## src/rtl/ffc_pkg.sv

```systemverilog
package ffc_pkg;
  typedef enum logic [1:0] {
    RD_IDLE  = 2'd0,
    RD_HIT   = 2'd1,
    RD_OTHER = 2'd2
  } rd_kind_t;

  function automatic logic [15:0] pack_word(input logic [7:0] cnt, input logic flag);
    logic [15:0] w;
    w = '0;
    w[7:0] = cnt;
    w[15] = flag;
    return w;
  endfunction
endpackage

```

## src/rtl/ffc_event_qual.sv

```systemverilog
module ffc_event_qual (
  input  logic carrier_start,
  input  logic delim_ok,
  input  logic fast_mode,
  output logic false_evt
);
  // Only a badly delimited carrier start in fast mode counts.
  always_comb begin
    false_evt = carrier_start & ~delim_ok & fast_mode;
  end
endmodule

```

## src/rtl/ffc_sat_counter.sv

```systemverilog
module ffc_sat_counter #(
  parameter int COUNT_W = 8
) (
  input  logic               clk,
  input  logic               rst,
  input  logic               inc,
  input  logic               clr,
  output logic [COUNT_W-1:0] cnt
);
  localparam logic [COUNT_W-1:0] CNT_MAX = {COUNT_W{1'b1}};

  logic [COUNT_W-1:0] cnt_d;

  always_comb begin
    if (clr) begin
      // An event that coincides with the clear starts the next tally.
      cnt_d = inc ? COUNT_W'(1) : '0;
    end else if (inc && (cnt != CNT_MAX)) begin
      cnt_d = cnt + COUNT_W'(1);
    end else begin
      cnt_d = cnt;
    end
  end

  always_ff @(posedge clk) begin
    if (rst) cnt <= '0;
    else     cnt <= cnt_d;
  end
endmodule

```

## src/rtl/ffc_sticky_flag.sv

```systemverilog
module ffc_sticky_flag (
  input  logic clk,
  input  logic rst,
  input  logic set,
  input  logic clr,
  output logic flag
);
  always_ff @(posedge clk) begin
    if (rst)      flag <= 1'b0;
    else if (clr) flag <= set;
    else          flag <= flag | set;
  end
endmodule

```

## src/rtl/ffc_read_port.sv

```systemverilog
module ffc_read_port #(
  parameter int ADDR_W   = 5,
  parameter int REG_W    = 16,
  parameter int COUNT_W  = 8,
  parameter int FLAG_POS = 15,
  parameter int REG_ADDR = 27
) (
  input  logic               clk,
  input  logic               rst,
  input  logic               rd_en,
  input  logic [ADDR_W-1:0]  rd_addr,
  input  logic [COUNT_W-1:0] cnt,
  input  logic               flag,
  output logic               hit,
  output logic [REG_W-1:0]   rd_data
);
  import ffc_pkg::*;

  localparam logic [ADDR_W-1:0] MY_ADDR = ADDR_W'(REG_ADDR);

  rd_kind_t         kind;
  logic [REG_W-1:0] word;

  always_comb begin
    if (!rd_en)                 kind = RD_IDLE;
    else if (rd_addr == MY_ADDR) kind = RD_HIT;
    else                        kind = RD_OTHER;
  end

  always_comb begin
    word = '0;
    word[COUNT_W-1:0] = cnt;
    word[FLAG_POS] = flag;
  end

  assign hit = (kind == RD_HIT);

  always_ff @(posedge clk) begin
    if (rst) begin
      rd_data <= '0;
    end else begin
      case (kind)
        RD_HIT:   rd_data <= word;
        RD_OTHER: rd_data <= '0;
        default:  rd_data <= rd_data;
      endcase
    end
  end
endmodule

```

## src/rtl/false_carrier_counter.sv

```systemverilog
module false_carrier_counter #(
  parameter int ADDR_W   = 5,
  parameter int REG_W    = 16,
  parameter int COUNT_W  = 8,
  parameter int FLAG_POS = 15,
  parameter int REG_ADDR = 27
) (
  input  logic              clk,
  input  logic              rst,
  input  logic              carrier_start,
  input  logic              delim_ok,
  input  logic              fast_mode,
  input  logic              link_drop,
  input  logic              rd_en,
  input  logic [ADDR_W-1:0] rd_addr,
  output logic [REG_W-1:0]  rd_data
);
  logic               false_evt;
  logic               hit;
  logic [COUNT_W-1:0] cnt_q;
  logic               flag_q;

  ffc_event_qual u_qual (
    .carrier_start (carrier_start),
    .delim_ok      (delim_ok),
    .fast_mode     (fast_mode),
    .false_evt     (false_evt)
  );

  ffc_sat_counter #(.COUNT_W(COUNT_W)) u_cnt (
    .clk (clk),
    .rst (rst),
    .inc (false_evt),
    .clr (hit),
    .cnt (cnt_q)
  );

  ffc_sticky_flag u_flag (
    .clk  (clk),
    .rst  (rst),
    .set  (link_drop),
    .clr  (hit),
    .flag (flag_q)
  );

  ffc_read_port #(
    .ADDR_W   (ADDR_W),
    .REG_W    (REG_W),
    .COUNT_W  (COUNT_W),
    .FLAG_POS (FLAG_POS),
    .REG_ADDR (REG_ADDR)
  ) u_rd (
    .clk     (clk),
    .rst     (rst),
    .rd_en   (rd_en),
    .rd_addr (rd_addr),
    .cnt     (cnt_q),
    .flag    (flag_q),
    .hit     (hit),
    .rd_data (rd_data)
  );
endmodule

```

## config.mk

```make
export PLATFORM = sky130hd
export DESIGN_NAME = false_carrier_counter
export DESIGN_NICKNAME = d
export VERILOG_FILES = /design/src/rtl/ffc_pkg.sv /design/src/rtl/ffc_event_qual.sv /design/src/rtl/ffc_sat_counter.sv /design/src/rtl/ffc_sticky_flag.sv /design/src/rtl/ffc_read_port.sv /design/src/rtl/false_carrier_counter.sv
export SDC_FILE = /design/constraint.sdc
export NUM_CORES = 1
export LEC_CHECK = 0
export BUFFER_PORTS_ARGS = -buffer_cell sky130_fd_sc_hd__buf_2
export CAP_MARGIN = 25
export CORE_MARGIN = 1
export CORE_UTILIZATION = 51
export DETAILED_ROUTE_END_ITERATION = 10
export PLACE_DENSITY = 0.74
export SLEW_MARGIN = 15
export SYNTH_ARGS = -nofsm -noshare
export SYNTH_HDL_FRONTEND = slang
export SYNTH_HIERARCHICAL = 1
export SYNTH_SLANG_ARGS = --single-unit
```

## constraint.sdc

```tcl
create_clock -name clk -period 1.65 [get_ports clk]
set_input_delay 0.4125 -clock clk [delete_from_list [all_inputs] [get_ports clk]]
set_output_delay 0.4125 -clock clk [all_outputs]
set_load 0.01 [all_outputs]
```

==> flow_summary.ini, run 1 <==
[global_route]
grtUsageTotal = 0.201
grt_max_degree = 24
grt_pass1_wl_um = 3160
grt_antenna_before_repair = 0
grt_pass1_vias = 737
gr-total-overflow = 0

[placement]
numPortBuffers = 20
gp_congestion = 0.861
placed_cell_area_um2 = 1130
post-place-ws_ps = 30.6
detailed_place_hpwl_um = 1410

[clock_tree]
cts_setup_buffers = 0
clk_latency_ps = 290
clk_pin_slew_worst_paths_ps = 110
root_buffer = clkbuf_4
clockBufferDepth = 2
cts_tree = built
clock-sinks = 18
cts_buffers = 3
htreeDepth = 1
cts-resized-gates = 0
postCtsHoldBufs = 0

[critical_path]
cp.arrival_ps = 1610
worstSetupStartpointType = register
crit_start = u_cnt/cnt[0]$_SDFFE_PP0P_
r2r_start = u_cnt/cnt[0]$_SDFFE_PP0P_
critPathMaxFanout = 7
reg2reg_slack_ps = 220
criticalPathCategory = reg -> reg
reg2reg_to = u_cnt/cnt[6]$_SDFFE_PP0P_
critPathRequiredTime_ps = 1830
ff2ff_path_depth = 4
end_kind = register
crit_end = u_cnt/cnt[6]$_SDFFE_PP0P_

[timing]
finalCritPeriodShare = 0.868
max-slew-margin-rel = 0.665
hold_viol = 0
tightest_slew_ps = 500
fin_crit_ps = 1430
report.final.slew_viol_count = 0
max_freq_ghz = 0.698
tns_ps = 0
finalSetupViolCount = 0
finalWorstSetupSlack_ps = 218
rsz0062_at_grt = false
clock_skew_ps = 12.1

[pwr]
irDropWorstVdd_v = 0.000442
total_power_mw = 0.725
power.leakage_nw = 0.500
power_per_cell_area_nw_per_um2 = 626

[yosys]
synth_top_area_frac = 0.346
synthTopCellsByCount = 18 x dfxtp_1, 14 x inv_1, 9 x buf_4, 9 x o41ai_2, 8 x or3b_2
yosysUniqueCellTypes = 34
synth_edf_count = 0
synth_top_flop_cell = dfxtp_1
netlist_area_um2 = 1040
yosysMostFrequentCell = dfxtp_1
synth_cells = 108
ys_warn_count = 6
synth_seq_cells = 18
synth.avg_cell_area_um2 = 9.65
synth_area_leaders = dfxtp_1 35%, o41ai_2 14%, or3b_2 6.7%
synth-seq-area-share = 0.346
synth_top_cell_by_area = dfxtp_1
async_reset_ff_frac = 0

[floorplanning]
die-area_um2 = 2230
die_x_um = 47.2
io_pins = 28
rows = 15
start_util = 0.573
die_h_um = 47.2
core_um2 = 1820

[detailed_routing]
drc = 0
firstDrtPassIters = 4
wl_um = 1920
wire_per_inst_um = 12.5
vias = 840
ant_nets = 0
drt_iter0_drc = 36
routed_via_density = 5.45

[cells_and_area]
drive_above_1_share = 0.364
nNetsFinal = 144
final_area_um2 = 1160
areaGrowthSynthToFinish_pct = 11.0
antenna_cells = 0

[status]
run_status = finished, final reports clean

[run]
cap_violations = 0

[worst_hold_path]
hold_class = in -> reg
-- critical path, cell delays in order, from the launching register on --
cell and delay (ps):
dfxtp_1 430, ha_1 310, nand3_1 170, o41ai_1 330
nor2_1 60
-- worst min-delay path by stage --
stage / startpoint / end / slack [ps] / cells after the start
after floorplan: u_flag/flag$_SDFF_PP0_ / u_flag/flag$_SDFF_PP0_ / 460 / 2
after global placement: u_flag/flag$_SDFF_PP0_ / u_flag/flag$_SDFF_PP0_ / 480 / 2
after detailed placement: u_flag/flag$_SDFF_PP0_ / u_rd/rd_data[15]$_SDFFE_PP0P_ / 480 / 2
after CTS: link_drop / u_flag/flag$_SDFF_PP0_ / 340 / 3
after global routing: link_drop / u_flag/flag$_SDFF_PP0_ / 340 / 3
final: link_drop / u_flag/flag$_SDFF_PP0_ / 340 / 3
-- flip-flops by register name, summed over array words and instances (netlist names) --
| register | cells |
|---|---|
| u_rd/rd_data | 9 |
| u_cnt/cnt | 8 |
| u_flag/flag | 1 |
-- cells by family (layout without fill, tap and decap cells) --
| group | Yosys count | count (layout) | share of synthesized area |
|---|---|---|---|
| fa+ha+maj | 1 | 1 | 0.0120 |
| mux | 3 | 3 | 0.0288 |
| compound gates | 25 | 25 | 0.244 |
| other cells | 1 | 7 | 0.00360 |
| buf+inv | 25 | 40 | 0.131 |
| flops | 18 | 18 | 0.346 |
| simple gates | 35 | 35 | 0.235 |
-- stage by stage --
| step | instances | util | hold slack, ps |
|---|---|---|---|
| floorplan | 114 | - | 457 |
| global placement | 151 | 0.623 | 475 |
| detailed placement | 151 | 0.623 | 479 |
| CTS | 154 | 0.636 | 340 |
| global route | 154 | 0.636 | 336 |
| finish | 154 | 0.636 | 340 |
-- cell usage in the layout (no fill, tap or decap), types with 2 or more instances in the layout --
master	Yosys	routed
o21ai_0	2	2
nand3_1	2	2
and4_1	2	2
mux2i_1	3	3
o41ai_2	9	9
a21oi_1	4	4
conb_1	1	7
dfxtp_1	18	18
buf_2	1	20
buf_4	9	3
or3b_2	8	8
nand2_1	5	5
nor2_1	3	3
inv_1	14	14
nand2b_1	3	3
nand4_1	3	3
clkbuf_4	0	3
a31oi_1	4	4
-- final cells by class --
type | count | area (um^2)
inverter | 14 | 52.6
fill | 167 | 663
multi-input combinational | 71 | 568
tap | 25 | 31.3
sequential | 18 | 360
clock buffer | 3 | 22.5
timing repair buffer | 23 | 123
-- power breakdown --
group | switching (mW) | internal [mW]
registers | 0.00328 | 0.438
logic | 0.0447 | 0.0224
clock network | 0.132 | 0.0848
total | 0.180 | 0.545
-- per-layer routing --
layer	global-route usage	routed length (um)	up-vias
met2	0.322	898	30
met4	0.0571	0	0
li1	-	-	429
met5	0	0	-
met3	0.0615	84	0
met1	0.260	939	381
Note: power is estimated with default switching activity, not from simulation.
==> inputs of run 2 (changes only) <==
- PLACE_DENSITY: 0.74 -> 0.82
==> run 2 against run 1 <==
- cell area grew 1.2%
- total power grew 7.4%
- clock skew shrank 9.2 ps
- setup slack gained 4.2 ps
- largest cell class unchanged
==> flow_summary.ini, run 2 (same netlist as run 1, synthesis figures left out) <==
[status]
run_status = finished, final reports clean

[pwr]
switching_share = 0.236
clkPwrFrac = 0.348
power.internal_mw = 0.595
power_per_cell_area_nw_per_um2 = 665
total_power_mw = 0.779
p_switching_mw = 0.184
power.leakage_nw = 0.507
pwr-share-seq = 0.566
pwr-share-comb = 0.087
irDropWorstVdd_v = 0.000664

[detailed_routing]
wl_um = 2020
wire_per_inst_um = 13.1
drc = 0
firstDrtPassIters = 4
routed_via_density = 5.55
ant_nets = 0
drt_iter0_drc = 6
vias = 861

[global_route]
grt_max_degree = 24
grt_antenna_before_repair = 0
grt_pass1_vias = 738
gr-total-overflow = 0
grt_pass1_wl_um = 3230
grtUsageTotal = 0.216

[clock_tree]
cts-resized-gates = 0
cts_buffers = 3
clk_pin_slew_worst_paths_ps = 100
postCtsHoldBufs = 0
htreeDepth = 1
clock-sinks = 18
root_buffer = clkbuf_4
clockBufferDepth = 2
cts_tree = built
clk_latency_ps = 300
cts_setup_buffers = 0

[cells_and_area]
final_cells = 155
antenna_cells = 0
largest_reg_flops = 9
drive_above_1_share = 0.369
fin_util = 0.643
nNetsFinal = 144
final_area_um2 = 1170
areaGrowthSynthToFinish_pct = 12.4
final_cell_mix = 20 x buf_2, 18 x dfxtp_1, 14 x inv_1
fill_cells = 168
final_common_cell = buf_2
reg.largest.list = u_rd/rd_data: 9 flops, u_cnt/cnt: 8 flops, u_flag/flag: 1 flops
top_register = u_rd/rd_data

[placement]
placed_cell_area_um2 = 1130
gp_congestion = 0.856
numPortBuffers = 20
detailed_place_hpwl_um = 1470
dp_cells = 151

[floorplanning]
die-area_um2 = 2230
die_h_um = 47.2
rows = 15
start_util = 0.573
io_pins = 28
core_um2 = 1820
die_x_um = 47.2

[worst_hold_path]
hold_class = in -> reg

[run]
cap_violations = 0

[critical_path]
criticalPathCategory = reg -> reg
end_kind = register
crit_end = u_cnt/cnt[5]$_SDFFE_PP0P_
worstSetupStartpointType = register
crit_start = u_cnt/cnt[3]$_SDFFE_PP0P_
r2r_start = u_cnt/cnt[3]$_SDFFE_PP0P_
reg2reg_to = u_cnt/cnt[5]$_SDFFE_PP0P_
critPathMaxFanout = 8
reg2reg_slack_ps = 220
cp.arrival_ps = 1610
ff2ff_path_depth = 3
critPathRequiredTime_ps = 1830

[timing]
fin_crit_ps = 1430
rsz0062_at_grt = false
whs_ps = 350
clock_skew_ps = 2.91
report.final.slew_viol_count = 0
hold_viol = 0
max_freq_ghz = 0.700
finalCritPeriodShare = 0.866
finalSetupViolCount = 0
## run 2: changes by cell type in the layout (fill, tap and decap cells not counted)
cell / before / now
clkbuf_8: 0 / 1
## run 2: cell type report
type                    instances  area, um^2  area share
multi-input cells              71         568       0.485
inverters                      14        52.6      0.0449
clock buffers                   4        36.3      0.0310
repair buffers                 23         123       0.105
well taps                      25        31.3      0.0267
flip-flops and latches         18         360       0.308
## run 2: worst min path at each step
stage,startpoint,end,cells past startpoint
after floorplan,u_flag/flag$_SDFF_PP0_,u_flag/flag$_SDFF_PP0_,2
after global routing,link_drop,u_flag/flag$_SDFF_PP0_,3
after CTS,link_drop,u_flag/flag$_SDFF_PP0_,3
final,link_drop,u_flag/flag$_SDFF_PP0_,3
after detailed placement,u_flag/flag$_SDFF_PP0_,u_rd/rd_data[15]$_SDFFE_PP0P_,2
after global placement,u_flag/flag$_SDFF_PP0_,u_rd/rd_data[15]$_SDFFE_PP0P_,2
## run 2: worst max-delay path: stages (launching register included)
cell	delay [ps]
dfxtp_1	470
and2_1	340
a21oi_1	110
a2111oi_1	390
## run 2: power groups by stage
| stage | Combinational, mW | Sequential (mW) | Clock, mW |
|---|---|---|---|
| 4_1_cts | 0.0671 | 0.441 | 0.283 |
| 2_1_floorplan | 0.0569 | 0.450 | 0 |
| 6_report | 0.0675 | 0.441 | 0.271 |
| 3_3_place_gp | 0.0645 | 0.451 | 0 |
| 3_5_place_dp | 0.0670 | 0.451 | 0 |
| 5_1_grt | 0.0744 | 0.441 | 0.302 |
## run 2: metrics by stage
stage / TNS, ps / setup slack, ps
4_1_cts: 0 / 250
2_1_floorplan: 0 / 201
3_5_place_dp: -17.4 / -17.4
3_3_place_gp: 0 / 84.0
6_report: 0 / 222
5_1_grt: 0 / 74.5
## run 2: routing by layer
metal  up-vias  routed length (um)  track usage
li1        428                   -            -
met1       398                 870        0.262
met2        28                1000        0.328
met3         7                 113       0.0923
met4         0                  38        0.103
met5         -                   0            0
